--- src/rtl/e1crc_pkg.sv ---
// Package: shared constants, the slot-position record and the CRC-4 step.
// Assumes a 16-frame multiframe made of two 8-frame halves.
package e1crc_pkg;

    localparam int FRAMES_PER_MF = 16;
    localparam int SMF_FRAMES    = 8;
    localparam int CRC_W         = 4;
    // Low terms of x^4 + x + 1; the x^4 term is the shifted-out bit.
    localparam logic [CRC_W-1:0] CRC_POLY_LOW = 4'b0011;

    // Decoded meaning of the current bit position.
    typedef struct packed {
        logic       is_c;       // C-bit position
        logic [1:0] c_idx;      // 0..3 = C1..C4
        logic       smf;        // 0 = frames 0-7, 1 = frames 8-15
        logic       smf_first;  // first bit of a half
        logic       smf_last;   // last bit of a half
        logic       is_mfa;     // multiframe alignment bit
        logic       mfa_val;    // value of that alignment bit
        logic       is_si1;     // spare bit, frame 13
        logic       is_si2;     // spare bit, frame 15
    } e1_slot_t;

    // One serial step of the CRC divider, first bit of the stream first.
    function automatic logic [CRC_W-1:0] crc4_step(input logic [CRC_W-1:0] r, input logic d);
        logic fb;
        fb = r[CRC_W-1] ^ d;
        return {r[CRC_W-2:0], 1'b0} ^ (fb ? CRC_POLY_LOW : '0);
    endfunction

endpackage

--- src/rtl/e1crc_slot_decode.sv ---
// Slot decoder: turns frame/timeslot/bit counters into the position record.
// Assumes the counters come from a framer that is already aligned; bit 0 is the
// first bit sent in a timeslot.
module e1crc_slot_decode
    import e1crc_pkg::*;
#(
    parameter int TS_PER_FRAME = 32,
    parameter int BITS_PER_TS  = 8
) (
    input  logic [3:0]                        frame_idx,
    input  logic [$clog2(TS_PER_FRAME)-1:0]   ts_idx,
    input  logic [$clog2(BITS_PER_TS)-1:0]    bit_idx,
    output e1_slot_t                          slot_o
);

    localparam int TSW = $clog2(TS_PER_FRAME);
    localparam int BW  = $clog2(BITS_PER_TS);
    localparam logic [TSW-1:0] TS_LAST  = TSW'(TS_PER_FRAME - 1);
    localparam logic [BW-1:0]  BIT_LAST = BW'(BITS_PER_TS - 1);

    logic at_head;   // first bit of timeslot 0
    logic at_tail;   // last bit of the last timeslot

    // Purpose: mark the frame head and frame tail positions.
    always_comb begin
        at_head = (ts_idx == '0) && (bit_idx == '0);
        at_tail = (ts_idx == TS_LAST) && (bit_idx == BIT_LAST);
    end

    // Purpose: build the position record from the frame number and the head/tail flags.
    always_comb begin
        slot_o           = '0;
        slot_o.is_c      = at_head && !frame_idx[0];
        slot_o.c_idx     = frame_idx[2:1];
        slot_o.smf       = frame_idx[3];
        slot_o.smf_first = at_head && (frame_idx[2:0] == 3'd0);
        slot_o.smf_last  = at_tail && (frame_idx[2:0] == 3'd7);
        slot_o.is_si1    = at_head && (frame_idx == 4'd13);
        slot_o.is_si2    = at_head && (frame_idx == 4'd15);
        case (frame_idx)
            4'd1, 4'd3, 4'd7: begin slot_o.is_mfa = at_head; slot_o.mfa_val = 1'b0; end
            4'd5, 4'd9, 4'd11: begin slot_o.is_mfa = at_head; slot_o.mfa_val = 1'b1; end
            default:           begin slot_o.is_mfa = 1'b0;    slot_o.mfa_val = 1'b0; end
        endcase
    end

endmodule

--- src/rtl/e1crc_accum.sv ---
// CRC accumulator: runs the CRC-4 divider over one half and latches the
// remainder at the half's last bit. The remainder counts as valid only if the
// whole half was seen from its first bit. A clear discards the validity.
module e1crc_accum
    import e1crc_pkg::*;
(
    input  logic             clk,
    input  logic             rst_n,
    input  logic             clr,
    input  logic             en,
    input  logic             first,
    input  logic             last,
    input  logic             din,
    output logic [CRC_W-1:0] rem_o,
    output logic             rem_valid_o
);

    logic [CRC_W-1:0] crc_q;
    logic [CRC_W-1:0] crc_nxt;
    logic [CRC_W-1:0] rem_q;
    logic             started_q;
    logic             valid_q;

    // Purpose: next divider state; restart from zero on the first bit of a half.
    always_comb begin
        crc_nxt = crc4_step(first ? '0 : crc_q, din);
    end

    // Purpose: divider, remainder latch and validity tracking.
    always_ff @(posedge clk) begin
        if (!rst_n) begin
            crc_q     <= '0;
            rem_q     <= '0;
            started_q <= 1'b0;
            valid_q   <= 1'b0;
        end else if (clr) begin
            started_q <= 1'b0;
            valid_q   <= 1'b0;
        end else if (en) begin
            crc_q <= crc_nxt;
            if (first) begin
                started_q <= 1'b1;
            end
            if (last) begin
                rem_q   <= crc_nxt;
                valid_q <= started_q || first;
            end
        end
    end

    assign rem_o       = rem_q;
    assign rem_valid_o = valid_q;

    AST_REM_HOLDS_IN_HALF: assert property (@(posedge clk) disable iff (!rst_n)
        !(en && last && !clr) |=> $stable(rem_o));
    AST_VALID_AFTER_END: assert property (@(posedge clk) disable iff (!rst_n)
        $rose(rem_valid_o) |-> $past(en && last));

endmodule

--- src/rtl/e1crc_tx_insert.sv ---
// Transmit inserter: chooses the outgoing bit, which is the C bit, the
// alignment bit, the spare/echo bit or the passed-through data bit.
// Purely combinational, so data passes through in the same cycle.
module e1crc_tx_insert
    import e1crc_pkg::*;
(
    input  logic             is_c,
    input  logic [1:0]       c_idx,
    input  logic             is_mfa,
    input  logic             mfa_val,
    input  logic             is_si1,
    input  logic             is_si2,
    input  logic             crc_en,
    input  logic             echo_en,
    input  logic             tx_in,
    input  logic [CRC_W-1:0] rem,
    input  logic             rem_valid,
    input  logic [1:0]       pass,
    output logic             tx_out
);

    // Purpose: select the outgoing bit by position and control state.
    always_comb begin
        tx_out = tx_in;
        if (is_c && crc_en) begin
            tx_out = rem_valid ? rem[2'd3 - c_idx] : 1'b0;
        end else if (is_mfa && crc_en) begin
            tx_out = mfa_val;
        end else if (is_si1 || is_si2) begin
            if (echo_en) begin
                tx_out = is_si1 ? pass[0] : pass[1];
            end else if (crc_en) begin
                tx_out = 1'b1;
            end
        end
    end

endmodule

--- src/rtl/e1crc_rx_check.sv ---
// Receive checker: collects C1..C3 and compares them with C4 against the
// remainder of the preceding half. It pulses an error flag for that half and
// keeps its pass/fail result for echo. Assumes the remainder does not change
// between C1 and C4, which holds because C4 comes before the half ends.
module e1crc_rx_check
    import e1crc_pkg::*;
(
    input  logic             clk,
    input  logic             rst_n,
    input  logic             en,
    input  logic             is_c,
    input  logic [1:0]       c_idx,
    input  logic             smf,
    input  logic             rx_in,
    input  logic [CRC_W-1:0] rem,
    input  logic             rem_valid,
    output logic [1:0]       err_o,
    output logic [1:0]       pass_o
);

    logic [2:0]       cbuf_q;
    logic [CRC_W-1:0] recv;
    logic             at_c4;
    logic             chk;
    logic             match;
    logic [1:0]       err_q;
    logic [1:0]       pass_q;

    // Purpose: assemble the received group and find which half it checks.
    always_comb begin
        at_c4 = en && is_c && (c_idx == 2'd3);
        recv  = {cbuf_q, rx_in};
        match = (recv == rem);
        chk   = ~smf;
    end

    // Purpose: shift in C1..C3 as they arrive.
    always_ff @(posedge clk) begin
        if (!rst_n) begin
            cbuf_q <= '0;
        end else if (en && is_c && (c_idx != 2'd3)) begin
            cbuf_q <= {cbuf_q[1:0], rx_in};
        end
    end

    // Purpose: one-clock error pulse and the stored result for each half.
    always_ff @(posedge clk) begin
        if (!rst_n) begin
            err_q  <= '0;
            pass_q <= 2'b11;
        end else begin
            err_q <= '0;
            if (at_c4 && rem_valid) begin
                err_q[chk]  <= !match;
                pass_q[chk] <= match;
            end
        end
    end

    assign err_o  = err_q;
    assign pass_o = pass_q;

    AST_ERR_ONE_HALF: assert property (@(posedge clk) disable iff (!rst_n)
        $onehot0(err_q));
    AST_ERR_IS_PULSE: assert property (@(posedge clk) disable iff (!rst_n)
        (|err_q) |=> !(|err_q));
    AST_FAIL0_FLAGGED: assert property (@(posedge clk) disable iff (!rst_n)
        $fell(pass_q[0]) |-> err_q[0]);
    AST_FAIL1_FLAGGED: assert property (@(posedge clk) disable iff (!rst_n)
        $fell(pass_q[1]) |-> err_q[1]);
    AST_CHECK_PRIMED: assert property (@(posedge clk) disable iff (!rst_n)
        (|err_q) |-> $past(rem_valid));

endmodule

--- src/rtl/e1_crc4_echo.sv ---
// Top: E1 CRC-4 generator and checker with optional result echo.
// Assumes externally supplied counters that follow the multiframe. The
// transmit CRC runs over the block's own output with the C positions taken
// as 0. The receive CRC always runs.
module e1_crc4_echo
    import e1crc_pkg::*;
#(
    parameter int TS_PER_FRAME = 32,
    parameter int BITS_PER_TS  = 8
) (
    input  logic                              clk,
    input  logic                              rst_n,
    input  logic                              bit_en,
    input  logic [3:0]                        frame_idx,
    input  logic [$clog2(TS_PER_FRAME)-1:0]   ts_idx,
    input  logic [$clog2(BITS_PER_TS)-1:0]    bit_idx,
    input  logic                              crc_en,
    input  logic                              echo_en,
    input  logic                              tx_in,
    output logic                              tx_out,
    input  logic                              rx_in,
    output logic [1:0]                        rx_err
);

    e1_slot_t         slot;
    logic [CRC_W-1:0] tx_rem;
    logic             tx_rem_valid;
    logic [CRC_W-1:0] rx_rem;
    logic             rx_rem_valid;
    logic [1:0]       pass;
    logic             tx_crc_din;
    logic             rx_crc_din;

    e1crc_slot_decode #(
        .TS_PER_FRAME (TS_PER_FRAME),
        .BITS_PER_TS  (BITS_PER_TS)
    ) i_decode (
        .frame_idx (frame_idx),
        .ts_idx    (ts_idx),
        .bit_idx   (bit_idx),
        .slot_o    (slot)
    );

    e1crc_tx_insert i_tx_insert (
        .is_c      (slot.is_c),
        .c_idx     (slot.c_idx),
        .is_mfa    (slot.is_mfa),
        .mfa_val   (slot.mfa_val),
        .is_si1    (slot.is_si1),
        .is_si2    (slot.is_si2),
        .crc_en    (crc_en),
        .echo_en   (echo_en),
        .tx_in     (tx_in),
        .rem       (tx_rem),
        .rem_valid (tx_rem_valid),
        .pass      (pass),
        .tx_out    (tx_out)
    );

    // Purpose: mask the C positions to zero before each divider.
    always_comb begin
        tx_crc_din = slot.is_c ? 1'b0 : tx_out;
        rx_crc_din = slot.is_c ? 1'b0 : rx_in;
    end

    e1crc_accum i_tx_crc (
        .clk         (clk),
        .rst_n       (rst_n),
        .clr         (!crc_en),
        .en          (bit_en && crc_en),
        .first       (slot.smf_first),
        .last        (slot.smf_last),
        .din         (tx_crc_din),
        .rem_o       (tx_rem),
        .rem_valid_o (tx_rem_valid)
    );

    e1crc_accum i_rx_crc (
        .clk         (clk),
        .rst_n       (rst_n),
        .clr         (1'b0),
        .en          (bit_en),
        .first       (slot.smf_first),
        .last        (slot.smf_last),
        .din         (rx_crc_din),
        .rem_o       (rx_rem),
        .rem_valid_o (rx_rem_valid)
    );

    e1crc_rx_check i_rx_check (
        .clk       (clk),
        .rst_n     (rst_n),
        .en        (bit_en),
        .is_c      (slot.is_c),
        .c_idx     (slot.c_idx),
        .smf       (slot.smf),
        .rx_in     (rx_in),
        .rem       (rx_rem),
        .rem_valid (rx_rem_valid),
        .err_o     (rx_err),
        .pass_o    (pass)
    );

    AST_NO_ERR_WITHOUT_C4: assert property (@(posedge clk) disable iff (!rst_n)
        (|rx_err) |-> $past(bit_en && slot.is_c && slot.c_idx == 2'd3));
    AST_TX_REM_DROPS_ON_OFF: assert property (@(posedge clk) disable iff (!rst_n)
        !crc_en |=> !tx_rem_valid);

endmodule

--- config.mk ---
export PLATFORM = sky130hd
export DESIGN_NAME = e1_crc4_echo
export DESIGN_NICKNAME = d
export VERILOG_FILES = /design/src/rtl/e1crc_pkg.sv /design/src/rtl/e1crc_slot_decode.sv /design/src/rtl/e1crc_accum.sv /design/src/rtl/e1crc_tx_insert.sv /design/src/rtl/e1crc_rx_check.sv /design/src/rtl/e1_crc4_echo.sv
export SDC_FILE = /design/constraint.sdc
export NUM_CORES = 1
export LEC_CHECK = 0
export ABC_AREA = 1
export BUFFER_PORTS_ARGS = -buffer_cell sky130_fd_sc_hd__buf_2
export CAP_MARGIN = 20
export CORE_AREA = 2 2 59 61
export DETAILED_ROUTE_END_ITERATION = 8
export DIE_AREA = 0 0 61 63
export PLACE_DENSITY_LB_ADDON = 0.08
export SYNTH_ARGS = -nofsm -noshare
export SYNTH_HDL_FRONTEND = slang
export SYNTH_SLANG_ARGS = --single-unit
--- constraint.sdc ---
create_clock -name clk -period 3.4 [get_ports clk]
set_input_delay 0.68 -clock clk [delete_from_list [all_inputs] [get_ports clk]]
set_output_delay 0.68 -clock clk [all_outputs]
set_load 0.01 [all_outputs]
==> results of run 1 <==
==> power breakdown <==
part           internal [mW]  total, mW  switching (mW)
combinational         0.0237     0.0666          0.0429
clock                 0.0481      0.154           0.106
sequential             0.323      0.327         0.00358
==> cell usage after synthesis, drive strengths merged <==
cell type / instances / share of area, %
o211ai: 2 / 1.1
a211oi: 1 / 0.91
nor4: 1 / 0.45
a21oi: 19 / 6.9
nor2: 24 / 8.5
o31ai: 2 / 1.1
dfxtp: 27 / 39
nand2: 49 / 15
o21a: 1 / 0.54
buf: 1 / 0.36
clkbuf: 2 / 0.54
nor3: 2 / 0.72
nand3b: 2 / 1.1
xnor2: 4 / 2.5
clkinv: 1 / 0.27
nand4: 3 / 1.4
inv: 30 / 8.2
nand3: 13 / 5.4
o21ai: 15 / 5.4
==> cell families (layout without fill, tap and decap cells) <==
| kind of cell | after synthesis | in the layout | synth area share, % |
|---|---|---|---|
| and+or+nand+nor | 94 | 94 | 33.06 |
| xor gates and xnor gates | 4 | 4 | 2.536 |
| DFF | 27 | 27 | 39.13 |
| AOI/OAI and AO/OA | 40 | 40 | 15.94 |
| buffers and inverters | 34 | 56 | 9.329 |
==> tightest hold or removal path, cell delays in order (launching register included) <==
cell and delay (ns):
dfxtp_1 0.33, inv_1 0.06, a21oi_1 0.06
==> layout make-up <==
type / instances / share of cell area [%]
Timing Repair Buffer: 21 / 6.725
Clock buffer: 3 / 1.441
Sequential cell: 27 / 34.59
Clock inverter: 1 / 0.5604
Inverter: 31 / 7.446
Multi-Input combinational cell: 138 / 45.56
Tap cell: 46 / 3.683
==> flip-flops by register name, summed over array words and instances (netlist names) <==
register and flops:
i_rx_check.pass_o 2, i_tx_crc.crc_q 4, i_tx_crc.rem_o 4, i_rx_crc.rem_o 4, i_rx_crc.started_q 1, i_rx_check.err_o 2
i_rx_crc.crc_q 4, i_tx_crc.rem_valid_o 1, i_tx_crc.started_q 1, i_rx_check.cbuf_q 3, i_rx_crc.rem_valid_o 1
==> through the flow <==
step           cell area (um2)  worst slack (ns)  hold slack (ns)  instances
6_report                  1563            0.9553           0.4713        267
5_1_grt                   1563            0.8685           0.4881        267
4_1_cts                   1563            0.9451           0.4747        267
3_5_place_dp              1531            0.9543           0.4542        263
3_3_place_gp              1531            0.9805           0.4473        263
2_1_floorplan             1381             1.221           0.4298        199
==> metal layers <==
| metal | track usage, % | share of wire, % | wire, um |
|---|---|---|---|
| met5 | 0 | 0 | 0 |
| met4 | 3.804 | 0.66 | 21 |
| met3 | 5.176 | 3.9 | 123 |
| met2 | 31.85 | 50 | 1568 |
| met1 | 23.19 | 46 | 1449 |
==> path summary, 6_finish.rpt <==
| path | end | slack, ns | cells after the start |
|---|---|---|---|
| hold / removal | i_rx_crc.rem_valid_o | 0.47 | 2 |
| setup / recovery | tx_out | 0.96 | 9 |
| setup reg to reg | i_tx_crc.crc_q[1] | 2.11 | 11 |
| hold reg to reg | i_rx_crc.rem_valid_o | 0.47 | 2 |
==> placed cells by master (no fill, tap or decap), drive strengths merged, types with 3 or more instances in the layout <==
cell	netlist	final
nand4	3	3
clkbuf	2	3
a21oi	19	19
inv	30	31
o21ai	15	15
nor2	24	24
dfxtp	27	27
nand3	13	13
nand2	49	49
buf	1	21
xnor2	4	4
==> impl_results.md, run 1 <==
* Outcome: finished, final reports clean
* Sequential Area at 540.5 um2
* Clk Latency, worst-skew pair at 0.34 ns
* CP Max Fanout at 6
* First-pass detailed-route iteration total at 4
* Core Util, Final at 48.35%
* TritonCTS clock tree: built
* Register area share after synthesis at 39.13%
* Die area at roughly 3800 um2
* Resize count post-CTS at 0
* Post-synthesis cell area at between 1000 and 1500 um2
* CTS Buf Count at 3
* Reg clk slew, reported paths at roughly 0.15 ns
* Setup crit start: ts_idx[3]
* Final setup TNS at 0 ns
* IO Port Bufs at 21
* Io pins at 22
* Final Critical Period at between 2 and 2.5 ns
* Nature of the critical path endpoint: primary output
* Slowest cell on crit path: nor2_4
* Max-slew headroom at 73.35%
* Residual DRC at 0
* ANT nets after route at 0
* Avg Synthesized Cell Area at a little under 7 um2
* Pwr/cell area at 350.5 nW/um2
* LEAKAGE at 0.7465 nW
* Layout cell share with drive strength beyond 1 at 19.91%
* Via count at around 1300
* Row Count at 21
* Initial antenna violation count at 0
* Clk root buf: clkbuf_4
* CTS H-tree depth at 1
* Setup Fix Bufs, Post-CTS at 0
* Yosys warnings at 0
* Worst-case clock buffer depth at 2
* Hold Path Class: flip-flop to flip-flop
* CP top delay family: simple AND/OR/NAND/NOR gates
* Post-Synthesis Cells at around 200
* Area of the multi-input gates at between 700 and 800 um2
* Worst VDD drop at about 0.22 mV
* Starting Density at about 43%
* R2R Path Start: i_rx_check.pass_o[0]
* Crit path DAT at 1.76 ns
* Die Wd at between 60 and 70 um
* Max-cap violations at 0
* Core ar. at between 3000 and 4000 um2
* Antenna cell count at 0
* Maximum clock rate at between 0.4 and 0.5 GHz
* Die height at about 63 um
* Buffering stage count on the worst path with inverters included at 2
* Fin Clk Skew at a little over 0.008 ns
* Total gr overflow at 0
* Avg WL per Cell at between 10 and 15 um
* RSZ-0062 raised after global routing: false
* Number of library cell types mapped by synthesis at 26
* Synthesized flop and latch total at 27
* CP peak stage delay at 0.20 ns
* Synthesis-to-layout area growth at 13.13%
* Detailed-route vias per instance at 4.899
* Fill cells at approximately 350
* Pin count of the biggest net entering global routing at 19
* Min-Delay Startpoint: i_rx_crc.started_q
* Synthesized Nets at about 220
* # nets final at between 200 and 250
* Final WL at roughly 3.2 mm
* First-pass GRT wire length at 5.533 mm
* Total Routing Usage GR at 18.76%
* CP Cell Sequence: buf_2 -> nor2_1 -> nand2_1 -> nor2_4 -> nand2_4 -> nor2_1 -> a21oi_1 -> a21oi_1 -> buf_2
* Final Cycle Share at between 70% and 80%
* CTS Sinks at 27
* CP Class: input port to primary output
* Post-DP HPWL at about 2.5 mm
* GPL Wtd Cong at between 0.8 and 0.9
* Final Slew Violations at 0
* Vias in the first global route at roughly 1300
* Hold-fix buffers, CTS at 0
* Final setup fails at 0
* Tot Pwr at between 500 and 600 uW
* Fin. Hold Viols at 0
* WP data required at around 2.7 ns
* CP startpoint kind: input port
* Starting DRT DRC Count at 68
* Least-Margin Pin Slew at roughly 0.40 ns
Note: power is estimated with default switching activity, not from simulation.
==> inputs of run 2 (changes only) <==
--- a/config.mk
+++ b/config.mk
@@ -5,12 +5,12 @@
 export SDC_FILE = /design/constraint.sdc
 export NUM_CORES = 1
 export LEC_CHECK = 0
-export ABC_AREA = 1
+export ABC_AREA = 0
 export BUFFER_PORTS_ARGS = -buffer_cell sky130_fd_sc_hd__buf_2
 export CAP_MARGIN = 20
-export CORE_AREA = 2 2 59 61
+export CORE_AREA = 2 2 57 59
 export DETAILED_ROUTE_END_ITERATION = 8
-export DIE_AREA = 0 0 61 63
+export DIE_AREA = 0 0 59 61
 export PLACE_DENSITY_LB_ADDON = 0.08
 export SYNTH_ARGS = -nofsm -noshare
 export SYNTH_HDL_FRONTEND = slang
==> constraint.sdc (replaced) <==
create_clock -name clk -period 2.1 [get_ports clk]
set_input_delay 0.42 -clock clk [delete_from_list [all_inputs] [get_ports clk]]
set_output_delay 0.42 -clock clk [all_outputs]
set_load 0.01 [all_outputs]
==> impl_results.md, run 2 <==
* Outcome: finished, final reports clean
* IO Port Bufs at 21 (unchanged)
* Synthesized Nets at 170 (-22%)
* Io pins at 22 (unchanged)
* CTS Buf Count at 3 (unchanged)
* Avg Synthesized Cell Area at 8.642 um2 (+25%)
* Register area share after synthesis at 41.42% (+2.3 points)
* # nets final at 206 (-15%)
* Initial antenna violation count at 0 (unchanged)
* Clock power share at 27.2% (-1.0 points)
* Hold path depth at 3 (+1)
* Synth Area in Adders at 0% (unchanged)
* Main combinational cell family by area after synthesis: simple AND/OR/NAND/NOR gates
* Detailed-route vias per instance at 5.562 (+14%)
* Reg2Reg Depth at 6 (-5)
* Worst VDD drop at 0.2015 mV (-10%)
* WP data required at 1.68 ns (-1.04 ns)
* Max-cap violations at 0 (unchanged)
* TritonCTS clock tree: built
* EDFF count, synth at 0 (unchanged)
* Hold Crit Endpoint: i_tx_crc.rem_o[1]
* Final worst slack at 0.03031 ns (-0.9250 ns)
* LEAKAGE at 0.6404 nW (-14%)
* Sequential power share at 59.9% (+0.2 points)
* Row Count at 20 (-4.8%)
* Synth top area share at 41.42% (+2.3 points)
* Die Wd at 59 um (-3.3%)
* Avg WL per Cell at 14.21 um (+20%)
* CP Class: input port to primary output
* Sw Share at 26.69% (-1.2 points)
* Synthesized flop and latch total at 27 (unchanged)
* CP Max Fanout at 3 (-3)
* DP Cell Count at 210 (-20%)
* Final setup fails at 0 (unchanged)
* First-pass detailed-route iteration total at 4 (unchanged)
* Post-DP HPWL at 2.355 mm (-4.9%)
* Fin cells at 219 (-18%)
* GPL Wtd Cong at 0.7652 (-13%)
* Total gr overflow at 0 (unchanged)
* Synth async-reset ratio at 0% (unchanged)
* Top cells by area, synth: dfxtp_1 41%, a21oi_1 6.1%, nand3_1 5.0%
* Post-synthesis cell area at 1305 um2 (-5.5%)
* CTS H-tree depth at 1 (unchanged)
* Die area at 3599 um2 (-6.3%)
* First-pass GRT wire length at 5.078 mm (-8.2%)
* Total Routing Usage GR at 18.86% (+0.10 points)
* Most common library cells after synthesis: 27 x dfxtp_1, 16 x a21oi_1, 16 x nor2_1
* Hold Path Class: input port to flip-flop
* Most frequent cells in the layout: 27 x dfxtp_1, 18 x buf_2, 16 x a21oi_1, 15 x nor2_1
* Via count at 1218 (-6.9%)
* Antenna cell count at 0 (unchanged)
* Reg2reg end: i_tx_crc.crc_q[1]
* Final WL at 3.112 mm (-1.6%)
* Int Power at 644.1 uW (+63%)
* Crit path DAT at 1.65 ns (-0.11 ns)
* Die height at 61 um (-3.2%)
* Starting Density at 44.19% (+1.5 points)
* Synthesis-to-layout area growth at 24.35%
* Residual DRC at 0 (unchanged)
* Post-synth top area cell: dfxtp_1
* Pwr/cell area at 541.4 nW/um2 (+54%)
* Complex-gate fraction of the synthesized area at 16.97% (+1.0 points)
* R2R Path Start: i_rx_check.pass_o[1]
* Clk Latency, worst-skew pair at 0.34 ns (about the same)
* Layout cell share with drive strength beyond 1 at 27.96% (+8.0 points)
* Most common cell after layout, fill and taps aside: dfxtp_1
* Post-place setup slack at -0.1122 ns (-1.067 ns)
* Sw Pwr at 234.5 uW (+54%)
* Fin. Hold Viols at 0 (unchanged)
* Core ar. at 2953 um2 (-8.6%)
* Nature of the critical path endpoint: primary output
* Synth Area in XOR/XNOR at 4.027% (+1.5 points)
* Min-Delay Startpoint: rst_n
* Post-Synthesis Cells at 151 (-24%)
* Reg clk slew, reported paths at 0.16 ns (about the same)
* Final Critical Period at around 2.1 ns
* Simple-gate portion of the synthesized area at 28.28% (-4.8 points)
* Max-slew headroom at 66.60% (-6.8 points)
* ANT nets after route at 0 (unchanged)
* Hold-fix buffers, CTS at 0 (unchanged)
* R2R setup slack at 0.43 ns (-1.68 ns)
* Main synth FF type: dfxtp_1
* Mux cell area share after synthesis at 7.191% (+7.2 points)
* CTS Sinks at 27 (unchanged)
* Most frequent cell after synthesis: dfxtp_1
* Maximum clock rate at between 0.4 and 0.5 GHz
* Clk root buf: clkbuf_4
* Yosys warnings at 0 (unchanged)
* Final setup TNS at 0 ns (unchanged)
* Fin Clk Skew at 0.01045 ns (+0.002365 ns)
* Pin count of the biggest net entering global routing at 17 (-2)
* Final Slew Violations at 0 (unchanged)
* Starting DRT DRC Count at 36 (-47%)
* Number of library cell types mapped by synthesis at 40 (+54%)
* Least-Margin Pin Slew at 0.4946 ns (+0.09853 ns)
* Vias in the first global route at 1133 (-12%)
* Worst-case clock buffer depth at 2 (unchanged)
* CP startpoint kind: input port
* Combinational share of power at 12.9% (+0.7 points)
* Final Cycle Share at slightly below 100%
run 2: cell count changes in the layout (fill, tap and decap cells not counted), moves of 4 or more:
| cell | delta |
|---|---|
| buf_4 | +13 |
| inv_1 | -24 |
| mux2i_1 | +6 |
| nand2_1 | -28 |
| nand2_2 | -6 |
| nand2b_1 | +5 |
| nor2_1 | -4 |
| o21ai_0 | -9 |
| xor2_1 | +4 |
run 2: power by group through the flow:
| stage | logic [mW] | clock network (mW) | registers (mW) |
|---|---|---|---|
| 6_report | 0.114 | 0.239 | 0.526 |
| 5_1_grt | 0.124 | 0.269 | 0.528 |
| 4_1_cts | 0.100 | 0.248 | 0.526 |
| 3_5_place_dp | 0.0988 | 0 | 0.537 |
| 3_3_place_gp | 0.0962 | 0 | 0.537 |
| 2_1_floorplan | 0.0508 | 0 | 0.535 |
run 2: routing by layer:
metal | vias up | track usage (%) | share of wire [%]
met2 | 20 | 34.92 | 52
met4 | 0 | 5.844 | 1.1
met5 | - | 0 | 0
li1 | 621 | - | -
met3 | 4 | 2.772 | 2.7
met1 | 573 | 22.45 | 44
run 2: stage by stage:
stage / total power [mW] / utilization [%] / hold slack [ns] / cell area [um2]
after floorplan: 0.5863 / - / 0.4287 / 1305
after global placement: 0.6330 / 50.76 / 0.4423 / 1499
after detailed placement: 0.6362 / 50.76 / 0.4478 / 1499
after CTS: 0.8746 / 52.03 / 0.3785 / 1536
after global routing: 0.9214 / 54.96 / 0.3701 / 1623
final: 0.8786 / 54.96 / 0.3835 / 1623
run 2: worst max path at each step:
stage,end,cells after the start,startpoint
final,tx_out,6,ts_idx[2]
after detailed placement,i_tx_crc.rem_o[1],7,ts_idx[3]
after floorplan,i_tx_crc.rem_o[1],6,ts_idx[3]
after CTS,tx_out,6,ts_idx[3]
after global placement,tx_out,6,ts_idx[3]
after global routing,tx_out,4,i_tx_crc.rem_o[1]
run 2: area by class of cell:
class                      instances  area, um2
inverter                           4      15.01
tap                               33      41.29
clock buffer                       3      22.52
multi-input combinational        117      770.7
sequential                        27      540.5
clock inverter                     1      7.507
timing repair buffer              34      225.2
fill                             281       1330
run 2: timing repair:
| item | CTS | global route |
|---|---|---|
| resized for setup | 2 | 11 |
| pin swaps | 0 | 5 |
| setup endpoints to repair | 1 | 1 |
| setup buffers | 0 | 5 |
run 2: kinds of logic after synthesis:
group                     after synthesis
DFF                                    27
AOI/OAI and AO/OA                      34
and+or+nand+nor                        69
muxes                                   8
xor gates and xnor gates                6
buffers and inverters                   7
run 2: worst max-delay path, cell delays in order:
cell and delay [ns]:
buf_8 0.10, or4_4 0.56, nor2_4 0.16, a41oi_2 0.11, o21bai_1 0.15, buf_2 0.14
==> inputs of run 3 (changes only) <==
--- a/config.mk
+++ b/config.mk
@@ -12,6 +12,7 @@
 export DETAILED_ROUTE_END_ITERATION = 8
 export DIE_AREA = 0 0 59 61
 export PLACE_DENSITY_LB_ADDON = 0.08
+export REMOVE_ABC_BUFFERS = 1
 export SYNTH_ARGS = -nofsm -noshare
 export SYNTH_HDL_FRONTEND = slang
 export SYNTH_SLANG_ARGS = --single-unit
==> impl_results.md, run 3 (synthesized netlist as in run 2, its figures left out) <==
* Outcome: finished, final reports clean
* Most common cell after layout, fill and taps aside: dfxtp_1
* Core ar. at 2953 um2 (unchanged)
* LEAKAGE at 0.6343 nW (-0.94%)
* Die Wd at 59 um (unchanged)
* Final setup fails at 0 (unchanged)
* WP data required at 1.68 ns (about the same)
* Synthesis-to-layout area growth at 22.15%
* Vias in the first global route at 1214 (+7.1%)
* CP Class: input port to primary output
* Clk root buf: clkbuf_4
* Final WL at 3.011 mm (-3.2%)
* CTS Sinks at 27 (unchanged)
* Least-Margin Pin Slew at 0.4119 ns (-0.08261 ns)
* Max-slew headroom at 72.28% (+5.7 points)
* TritonCTS clock tree: built
* IO Port Bufs at 21 (unchanged)
* CP peak stage delay at 0.55 ns (about the same)
* Tot Pwr at 862.2 uW (-1.9%)
* Reg2Reg Depth at 7 (+1)
* Crit path DAT at 1.60 ns (-0.05 ns)
* Avg WL per Cell at 13.75 um (-3.2%)
* Worst-case clock buffer depth at 2 (unchanged)
* Sw Pwr at 221.7 uW (-5.5%)
* Maximum clock rate at 0.4960 GHz (+2.7%)
* Sw Share at 25.71% (-0.98 points)
* Nature of the critical path endpoint: primary output
* Pwr/cell area at 540.9 nW/um2 (-0.10%)
* Clk Latency, worst-skew pair at 0.32 ns (-0.02 ns)
* CTS H-tree depth at 1 (unchanged)
* Fin. Hold Viols at 0 (unchanged)
* Pin count of the biggest net entering global routing at 17 (unchanged)
* Total gr overflow at 0 (unchanged)
* Detailed-route vias per instance at 5.543 (-0.33%)
* Fin Clk Skew at 0.002663 ns (-0.007786 ns)
* Hold-fix buffers, CTS at 0 (unchanged)
* First-pass GRT wire length at 5.140 mm (+1.2%)
* Starting DRT DRC Count at 33 (-8.3%)
* Io pins at 22 (unchanged)
* Combinational share of power at 12.6% (-0.3 points)
* CP Max Fanout at 3 (unchanged)
* Residual DRC at 0 (unchanged)
* Die height at 61 um (unchanged)
* Antenna cell count at 0 (unchanged)
* First-pass detailed-route iteration total at 5 (+1)
* Max-cap violations at 0 (unchanged)
* Starting Density at 44.19% (unchanged)
* Final Slew Violations at 0 (unchanged)
* Row Count at 20 (unchanged)
* Total Routing Usage GR at 18.98% (+0.13 points)
* # nets final at 206 (unchanged)
* Initial antenna violation count at 0 (unchanged)
* Final Critical Period at 2.016 ns (-0.05362 ns)
* CP startpoint kind: input port
* ANT nets after route at 0 (unchanged)
* Layout cell share with drive strength beyond 1 at 26.88% (-1.1 points)
* Sequential Area at 540.5 um2 (unchanged)
* Final Cycle Share at 96.00% (-2.6 points)
* Sequential power share at 61.0% (+1.1 points)
* Slowest cell on crit path: or4_4
* Hold Path Class: input port to flip-flop
* Clock power share at 26.4% (-0.8 points)
* Hold path depth at 3 (unchanged)
* Via count at 1214 (-0.33%)
* CTS Buf Count at 3 (unchanged)
* Die area at 3599 um2 (unchanged)
* Most frequent cells in the layout: 27 x dfxtp_1, 20 x buf_2, 16 x a21oi_1, 15 x nor2_1
* Design area at 1594 um2 (-1.8%)
* Worst VDD drop at 0.3053 mV (+52%)
* GPL Wtd Cong at 0.7741 (+1.2%)
* Int Power at 640.5 uW (-0.56%)
* Post-DP HPWL at 2.353 mm (about the same)
* Area of the multi-input gates at 758.2 um2 (-1.6%)
* Fill cells at 299 (+6.4%)
* Placed inst area at 1514 um2 (+1.0%)
* Reg clk slew, reported paths at 0.15 ns (about the same)
* CP Cell Sequence: buf_6 -> or4_4 -> nor2_4 -> a41oi_2 -> o21bai_1 -> buf_2
==> run 3: stage by stage <==
step	instances	utilization [%]	hold slack, ns	setup WS (ns)	TNS, ns
floorplan	148	-	0.4287	0.1858	0
global placement	212	51.27	0.4473	-0.01211	-0.03242
detailed placement	212	51.27	0.4491	-0.07323	-0.1706
CTS	216	52.58	0.3874	0.01201	0
global route	219	53.98	0.4039	-0.002111	-0.002111
finish	219	53.98	0.4104	0.08392	0
==> run 3: power groups by stage <==
stage / clock network, mW / logic (mW) / registers (mW)
5_1_grt: 0.264 / 0.120 / 0.527
6_report: 0.228 / 0.109 / 0.526
2_1_floorplan: 0 / 0.0483 / 0.535
4_1_cts: 0.243 / 0.103 / 0.526
3_5_place_dp: 0 / 0.101 / 0.537
3_3_place_gp: 0 / 0.0988 / 0.537
==> run 3: area by class of cell <==
type                            count  area share (%)
Clock buffer                        3           1.413
Sequential cell                    27           33.91
Clock inverter                      1          0.4710
Timing Repair Buffer               34           13.11
Multi-Input combinational cell    117           47.57
Tap cell                           33           2.590
Inverter                            4          0.9419
==> run 3: per-layer routing <==
metal / vias up / part of all wire (%) / GRT usage, %
met4: 0 / 0.70 / 5.844
met2: 20 / 53 / 36.03
met1: 571 / 44 / 22.43
met5: - / 0 / 0
li1: 621 / - / -
met3: 2 / 2.5 / 1.919
==> run 3: critical path: cells and delay by family <==
| kind | cells | cell delay, ns |
|---|---|---|
| compound gates | 2 | 0.23 |
| buf+inv | 2 | 0.24 |
| simple gates | 2 | 0.70 |
==> run 3: repair_timing <==
action | in CTS | in global routing
gates resized for setup | 2 | 3
pin swaps | 0 | 5
buffers inserted | 0 | 3
setup endpoints to repair | 1 | 1
==> run 3: final timing paths <==
check	from	end	slack, ns
worst max-delay path	ts_idx[2]	tx_out	0.08
worst min-delay path	crc_en	i_tx_crc.started_q	0.41
worst max register to register	i_rx_check.pass_o[1]	i_tx_crc.crc_q[1]	0.31
worst min register to register	i_tx_crc.rem_o[2]	i_tx_crc.rem_o[2]	0.46
